[src/rtl/ll_dma_pkg.sv]
package ll_dma_pkg;
  localparam int MEM_W        = 32;
  localparam int UNIT_W       = 16;
  localparam int UBC_CHAIN    = 24;
  localparam int UBC_SRC_RLD  = 25;
  localparam int UBC_DST_RLD  = 26;

  typedef enum logic [2:0] {
    ST_IDLE,
    ST_DESC,
    ST_WAIT,
    ST_DRD,
    ST_DWR
  } seq_st_e;
endpackage

[src/rtl/ll_dma_seq.sv]
module ll_dma_seq
  import ll_dma_pkg::*;
#(
  parameter int ADDR_W = 32,
  parameter int LEN_W  = 16
) (
  input  logic              clk,
  input  logic              rst_n,
  input  logic              start,
  input  logic [ADDR_W-1:0] start_addr,
  input  logic              stop_req,
  output logic              mem_rd,
  output logic [ADDR_W-1:0] mem_addr,
  input  logic              mem_rvalid,
  input  logic [MEM_W-1:0]  mem_rdata,
  input  logic              per_req,
  output logic              per_wr,
  output logic [ADDR_W-1:0] per_addr,
  output logic [UNIT_W-1:0] per_wdata,
  output logic              eol
);
  localparam logic [ADDR_W-1:0] SRC_STEP = ADDR_W'(2);
  localparam logic [LEN_W-1:0]  LAST_CNT = LEN_W'(1);

  seq_st_e           st_q, st_d;
  logic [1:0]        idx_q, idx_d;
  logic              pend_q, pend_d;
  logic              first_q, first_d;
  logic              stop_q, stop_d;
  logic [ADDR_W-1:0] nda_q, nda_d;
  logic [ADDR_W-1:0] w0_q, w0_d;
  logic [ADDR_W-1:0] w1_q, w1_d;
  logic [ADDR_W-1:0] w2_q, w2_d;
  logic [ADDR_W-1:0] src_q, src_d;
  logic [ADDR_W-1:0] dst_q, dst_d;
  logic [LEN_W-1:0]  cnt_q, cnt_d;
  logic              chain_q, chain_d;
  logic              srld_q, srld_d;
  logic              drld_q, drld_d;
  logic [UNIT_W-1:0] dat_q, dat_d;

  always_comb begin
    st_d    = st_q;
    idx_d   = idx_q;
    pend_d  = pend_q;
    first_d = first_q;
    stop_d  = stop_q | stop_req;
    nda_d   = nda_q;
    w0_d    = w0_q;
    w1_d    = w1_q;
    w2_d    = w2_q;
    src_d   = src_q;
    dst_d   = dst_q;
    cnt_d   = cnt_q;
    chain_d = chain_q;
    srld_d  = srld_q;
    drld_d  = drld_q;
    dat_d   = dat_q;
    mem_rd  = 1'b0;
    mem_addr = nda_q + {{(ADDR_W-4){1'b0}}, idx_q, 2'b00};
    per_wr  = 1'b0;
    eol     = 1'b0;
    case (st_q)
      ST_IDLE: begin
        stop_d = 1'b0;
        if (start) begin
          nda_d   = start_addr;
          first_d = 1'b1;
          idx_d   = 2'd0;
          pend_d  = 1'b0;
          st_d    = ST_DESC;
        end
      end
      ST_DESC: begin
        if (!pend_q) begin
          mem_rd = 1'b1;
          pend_d = 1'b1;
        end else if (mem_rvalid) begin
          pend_d = 1'b0;
          idx_d  = idx_q + 2'd1;
          case (idx_q)
            2'd0: w0_d = ADDR_W'(mem_rdata);
            2'd1: w1_d = ADDR_W'(mem_rdata);
            2'd2: w2_d = ADDR_W'(mem_rdata);
            default: begin
              nda_d = w0_q;
              if (first_q || srld_q) src_d = w1_q;
              if (first_q || drld_q) dst_d = w2_q;
              cnt_d   = mem_rdata[LEN_W-1:0];
              chain_d = mem_rdata[UBC_CHAIN];
              srld_d  = mem_rdata[UBC_SRC_RLD];
              drld_d  = mem_rdata[UBC_DST_RLD];
              first_d = 1'b0;
              st_d    = ST_WAIT;
            end
          endcase
        end
      end
      ST_WAIT: begin
        if (stop_q)       st_d = ST_IDLE;
        else if (per_req) st_d = ST_DRD;
      end
      ST_DRD: begin
        mem_addr = {src_q[ADDR_W-1:2], 2'b00};
        if (!pend_q) begin
          mem_rd = 1'b1;
          pend_d = 1'b1;
        end else if (mem_rvalid) begin
          pend_d = 1'b0;
          dat_d  = src_q[1] ? mem_rdata[31:16] : mem_rdata[15:0];
          st_d   = ST_DWR;
        end
      end
      ST_DWR: begin
        per_wr = 1'b1;
        src_d  = src_q + SRC_STEP;
        cnt_d  = cnt_q - LAST_CNT;
        if (cnt_q == LAST_CNT) begin
          if (chain_q) begin
            idx_d = 2'd0;
            st_d  = ST_DESC;
          end else begin
            eol  = 1'b1;
            st_d = ST_IDLE;
          end
        end else begin
          st_d = ST_WAIT;
        end
      end
      default: st_d = ST_IDLE;
    endcase
  end

  always_ff @(posedge clk or negedge rst_n) begin
    if (!rst_n) begin
      st_q    <= ST_IDLE;
      idx_q   <= '0;
      pend_q  <= 1'b0;
      first_q <= 1'b0;
      stop_q  <= 1'b0;
      nda_q   <= '0;
      w0_q    <= '0;
      w1_q    <= '0;
      w2_q    <= '0;
      src_q   <= '0;
      dst_q   <= '0;
      cnt_q   <= '0;
      chain_q <= 1'b0;
      srld_q  <= 1'b0;
      drld_q  <= 1'b0;
      dat_q   <= '0;
    end else begin
      st_q    <= st_d;
      idx_q   <= idx_d;
      pend_q  <= pend_d;
      first_q <= first_d;
      stop_q  <= stop_d;
      nda_q   <= nda_d;
      w0_q    <= w0_d;
      w1_q    <= w1_d;
      w2_q    <= w2_d;
      src_q   <= src_d;
      dst_q   <= dst_d;
      cnt_q   <= cnt_d;
      chain_q <= chain_d;
      srld_q  <= srld_d;
      drld_q  <= drld_d;
      dat_q   <= dat_d;
    end
  end

  assign per_addr  = dst_q;
  assign per_wdata = dat_q;

  AST_RD_SINGLE: assert property (@(posedge clk) disable iff (!rst_n)
    mem_rd |=> !mem_rd);
  AST_WR_AFTER_DATA: assert property (@(posedge clk) disable iff (!rst_n)
    per_wr |-> $past(mem_rvalid));
  AST_SRC_STEP: assert property (@(posedge clk) disable iff (!rst_n)
    (st_q == ST_WAIT && $past(per_wr)) |-> (src_q == $past(src_q) + SRC_STEP));
  AST_DST_HOLD: assert property (@(posedge clk) disable iff (!rst_n)
    (st_q == ST_WAIT && $past(st_q) == ST_DWR) |-> (dst_q == $past(dst_q)));
  AST_EOL_QUIET: assert property (@(posedge clk) disable iff (!rst_n)
    eol |=> (!mem_rd && !per_wr));
endmodule

[src/rtl/ll_dma_irq.sv]
module ll_dma_irq (
  input  logic clk,
  input  logic rst_n,
  input  logic set_i,
  input  logic clr_i,
  output logic irq_o
);
  logic irq_q, irq_d;

  always_comb begin
    irq_d = irq_q;
    if (clr_i) irq_d = 1'b0;
    if (set_i) irq_d = 1'b1;
  end

  always_ff @(posedge clk or negedge rst_n) begin
    if (!rst_n) irq_q <= 1'b0;
    else        irq_q <= irq_d;
  end

  assign irq_o = irq_q;

  AST_IRQ_SET_WINS: assert property (@(posedge clk) disable iff (!rst_n)
    set_i |=> irq_o);
  AST_IRQ_HOLD: assert property (@(posedge clk) disable iff (!rst_n)
    (irq_o && !clr_i) |=> irq_o);
  AST_IRQ_CLEAR: assert property (@(posedge clk) disable iff (!rst_n)
    (clr_i && !set_i) |=> !irq_o);
endmodule

[src/rtl/ll_dma_chan.sv]
module ll_dma_chan
  import ll_dma_pkg::*;
#(
  parameter int ADDR_W = 32,
  parameter int LEN_W  = 16
) (
  input  logic              clk,
  input  logic              rst_n,
  input  logic              ctl_start,
  input  logic [ADDR_W-1:0] ctl_desc_addr,
  input  logic              ctl_stop,
  input  logic              ctl_irq_clr,
  output logic              mem_rd,
  output logic [ADDR_W-1:0] mem_addr,
  input  logic              mem_rvalid,
  input  logic [31:0]       mem_rdata,
  input  logic              per_req,
  output logic              per_wr,
  output logic [ADDR_W-1:0] per_addr,
  output logic [15:0]       per_wdata,
  output logic              irq
);
  logic eol;

  ll_dma_seq #(.ADDR_W(ADDR_W), .LEN_W(LEN_W)) u_seq (
    .clk        (clk),
    .rst_n      (rst_n),
    .start      (ctl_start),
    .start_addr (ctl_desc_addr),
    .stop_req   (ctl_stop),
    .mem_rd     (mem_rd),
    .mem_addr   (mem_addr),
    .mem_rvalid (mem_rvalid),
    .mem_rdata  (mem_rdata),
    .per_req    (per_req),
    .per_wr     (per_wr),
    .per_addr   (per_addr),
    .per_wdata  (per_wdata),
    .eol        (eol)
  );

  ll_dma_irq u_irq (
    .clk   (clk),
    .rst_n (rst_n),
    .set_i (eol),
    .clr_i (ctl_irq_clr),
    .irq_o (irq)
  );

  AST_IDLE_AFTER_IRQ: assert property (@(posedge clk) disable iff (!rst_n)
    $rose(irq) |-> !per_wr);
endmodule

[config.mk]
export PLATFORM = sky130hd
export DESIGN_NAME = ll_dma_chan
export DESIGN_NICKNAME = d
export VERILOG_FILES = /design/src/rtl/ll_dma_pkg.sv /design/src/rtl/ll_dma_seq.sv /design/src/rtl/ll_dma_irq.sv /design/src/rtl/ll_dma_chan.sv
export SDC_FILE = /design/constraint.sdc
export NUM_CORES = 1
export LEC_CHECK = 0
export ABC_AREA = 0
export BUFFER_PORTS_ARGS = -buffer_cell sky130_fd_sc_hd__buf_2
export CORE_ASPECT_RATIO = 0.75
export CORE_UTILIZATION = 49
export CTS_CLUSTER_DIAMETER = 50
export DETAILED_ROUTE_END_ITERATION = 12
export PLACE_DENSITY = 0.82
export SKIP_LAST_GASP = 1
export SLEW_MARGIN = 10
export SYNTH_ARGS = -nofsm -noshare
export SYNTH_HDL_FRONTEND = slang
export SYNTH_HIERARCHICAL = 1
export SYNTH_SLANG_ARGS = --single-unit
[constraint.sdc]
create_clock -name clk -period 3 [get_ports clk]
set_clock_uncertainty 0.15 [all_clocks]
set_input_delay 0.6 -clock clk [delete_from_list [all_inputs] [get_ports clk]]
set_output_delay 0.6 -clock clk [all_outputs]
set_load 0.02 [all_outputs]
==> impl_metrics.yaml <==
clock_network:
  cts_max_level: 1
  clock_latency_ps: 520
  cts_sinks: 234
  clkTransAtPathRegs_ps: 70
  cts_buffer_depth: 3
  tritoncts: "done"
  cts_buffers: 23
  root_buffer: "clkbuf_16"
grt:
  grt_pass1_wl_um: 50500
  grt_max_degree: 77
  grt_pass1_vias: 8926
  grtUsageTotal_pct: 27.6
  grt-ovfl-total: 0
  grt_antenna_before_repair: 2
critical_path:
  r2r-start: "u_seq/st_q[1]"
  crit_buf_inv: 4
  cp.required_ps: 2250
  critical-path-top-delay-family: "adder cells"
  critPathLaunchType: "flop"
  arrival_ps: 2640
  critPathKind: "reg -> out"
  worstPathCellList: "ha_2, inv_2, fa_2, nor2b_4, nand4_4, buf_8, buf_6, nor3_4, xnor2_1, a21oi_1, buf_4"
  r2r_end: "u_seq/cnt_q[14]"
  end_kind: "output port"
  crit_slowest_cell: "dfrtp_1"
  r2r_setup_slack_ps: 440
  critPathMaxFanout: 6
  max_stage_delay_ps: 370
  reg2reg_depth: 7
timing:
  fin_ws_ps: -389
  timing.final.max_slew_violations: 0
  worstMarginPinSlew_ps: 827
  fin_crit_ps: 3390
  fin_setup_tns_ps: -6220
  rsz0062_at_grt: "true"
  hold_ws_ps: 195
  timing.slew.headroom_pct: 44.4
  fmax_mhz: 295
  hold_viol_final: 0
  fin_crit_sh_pct: 113
  finalSetupViolations: 28
place:
  place_ws_ps: -47.7
  hpwlAfterDp_um: 21700
  port_buffers: 153
  dp.cells: 1476
  gp_congestion: 0.891
  place_area_um2: 12600
logic_synthesis:
  yosysTopAreaCell: "dfrtp_1"
  synth_top_area_share_pct: 51.8
  async_flop_share_pct: 100
  ys_ff_latch: 234
  yosysUniqueCellTypes: 67
  mappedNetlistArea_um2: 11300
  yosys_most_used_dff: "dfrtp_1"
  syn-num-nets: 1129
  synth_warnings: 6
  ys_top_cells_by_area: "dfrtp_1, mux2_2, mux2i_1"
  syn_area_per_cell_um2: 10.8
  synth_edf_count: 0
  seq_area_frac_synth_pct: 51.8
  syn_inst: 1048
status:
  status: "finished with violations"
  violations: "setup timing"
run:
  drv_cap: 0
finish:
  fin_cells: 1533
  fin_area_um2: 14000
  layout_common_cells: "dfrtp_1, buf_2, nand2_1"
  post-route-util_pct: 62.5
  layout-area-overhead-vs-synth_pct: 23.6
  final_nets: 1305
  final_layout_size_suffix_gt1_share_pct: 33.5
  final_common_cell: "dfrtp_1"
routing:
  vias_per_cell: 6.07
  drc: 0
  wl_per_cell_um: 21.6
  ant_nets: 0
  firstDrtPassIters: 5
  drt-total-wl_um: 33100
  vias: 9311
  drtIter0Drc: 1031
power:
  switching_share_pct: 38.6
  total_power_mw: 15.4
  netSwitchingPower_mw: 5.96
  pwr-share-clk_pct: 20.8
  powerDensity_nw_per_um2: 1110
  seq_power_share_pct: 38.4
  p_leak_nw: 6.52
  p_int_mw: 9.48
  ir_drop_uv: 647
  comb_power_share_pct: 40.9
hold_path:
  hold_path_class: "in -> reg"
  min_path_cells: 3
  min_from: "ctl_stop"
  hold_end: "u_seq/stop_q"
die:
  die_height_um: 133
  start_util_pct: 50.5
  die_width_um: 177
  core_um2: 22300
  rows: 47
  die_area_um2: 23700
  io_pins: 154
[power groups by stage]
stage               registers, mW  clock network [mW]  logic [mW]
CTS                          5.83                3.25        6.08
floorplan                    5.80                   0        3.86
global placement             5.76                   0        5.58
finish                       5.93                3.21        6.31
detailed placement           5.87                   0        5.75
global route                 6.09                3.37        6.79
[cell families (layout without fill, tap and decap cells)]
logic type | count (synthesis) | after routing | synth area share [%]
adders and majority gates | 10 | 10 | 1.17
DFF | 234 | 234 | 51.8
buffers and inverters | 79 | 269 | 3.00
other | 0 | 1 | 0
muxes | 179 | 179 | 17.3
xor gates and xnor gates | 28 | 28 | 2.17
AOI/OAI and AO/OA | 200 | 200 | 11.2
and+or+nand+nor | 318 | 318 | 13.3
[area by class of cell]
type	instances	area (um^2)
sequential	234	5860
inverter	22	82.6
fill	1723	8390
timing repair buffer	208	1410
tap	294	368
clock buffer	27	611
clock inverter	12	218
antenna	1	2.50
multi-input combinational	735	5410
[how the worst max path moves through the flow]
stage	cells after the start	endpoint	from
2_1_floorplan	8	mem_addr[20]	u_seq/idx_q[0]
5_1_grt	11	mem_addr[30]	u_seq/idx_q[0]
3_5_place_dp	10	mem_addr[28]	u_seq/nda_q[2]
3_3_place_gp	10	mem_addr[20]	u_seq/idx_q[0]
6_report	11	mem_addr[30]	u_seq/idx_q[0]
4_1_cts	10	mem_addr[20]	u_seq/idx_q[0]
[synth_stat cells, types with 2 or more instances]
cell type  number
nor2_1         84
and4_1          7
o32ai_1         3
inv_1          21
nand2_1       115
a221o_1         7
nor4_1         14
a311oi_1       10
mux2i_1        50
or3_1           4
nand3_1        26
buf_2          25
ha_1            9
and2_1          6
a21oi_1        54
mux2_2        110
a31oi_1         7
nor2b_1         4
o211ai_1        6
o311ai_1        3
nand4_2         2
nor3_1         23
nand2b_1        3
o21a_1          4
xor2_1          8
and3_1         11
nand4_1         6
clkbuf_1       28
mux2_1         19
xnor2_1        20
dfrtp_1       234
a22oi_1         2
buf_4           3
a21o_1          4
a211oi_1       13
o21ai_0        71
nand4b_1        2
[registers in the layout (all words and copies together), names as in the netlist, 2 cells and up]
register,cells
u_seq/cnt_q,16
u_seq/st_q,3
u_seq/nda_q,32
u_seq/src_q,31
u_seq/idx_q,2
u_seq/w0_q,32
u_seq/per_addr,32
u_seq/per_wdata,16
u_seq/w1_q,31
u_seq/w2_q,32
[routing by layer]
layer	track usage (%)	wire (um)	vias to the layer above
li1	-	-	4111
met3	6.05	3320	73
met5	0	0	-
met1	39.4	13800	4593
met2	42.8	15100	534
met4	6.74	837	0
[what timing repair did]
action | 4_1_cts | 5_1_grt
hold buffers | 1 | 0
pin swaps | 22 | 21
hold endpoints to repair | 72 | 0
setup buffers | 9 | 9
setup endpoints to repair | 26 | 29
gates resized for setup | 63 | 40
[worst register-to-register path: cells and delay by family, from the launching register on]
family | cells | cell delay, ps
compound gates | 2 | 380
buf+inv | 2 | 430
flops | 1 | 520
simple gates | 3 | 970
Note: power is estimated with default switching activity, not from simulation.
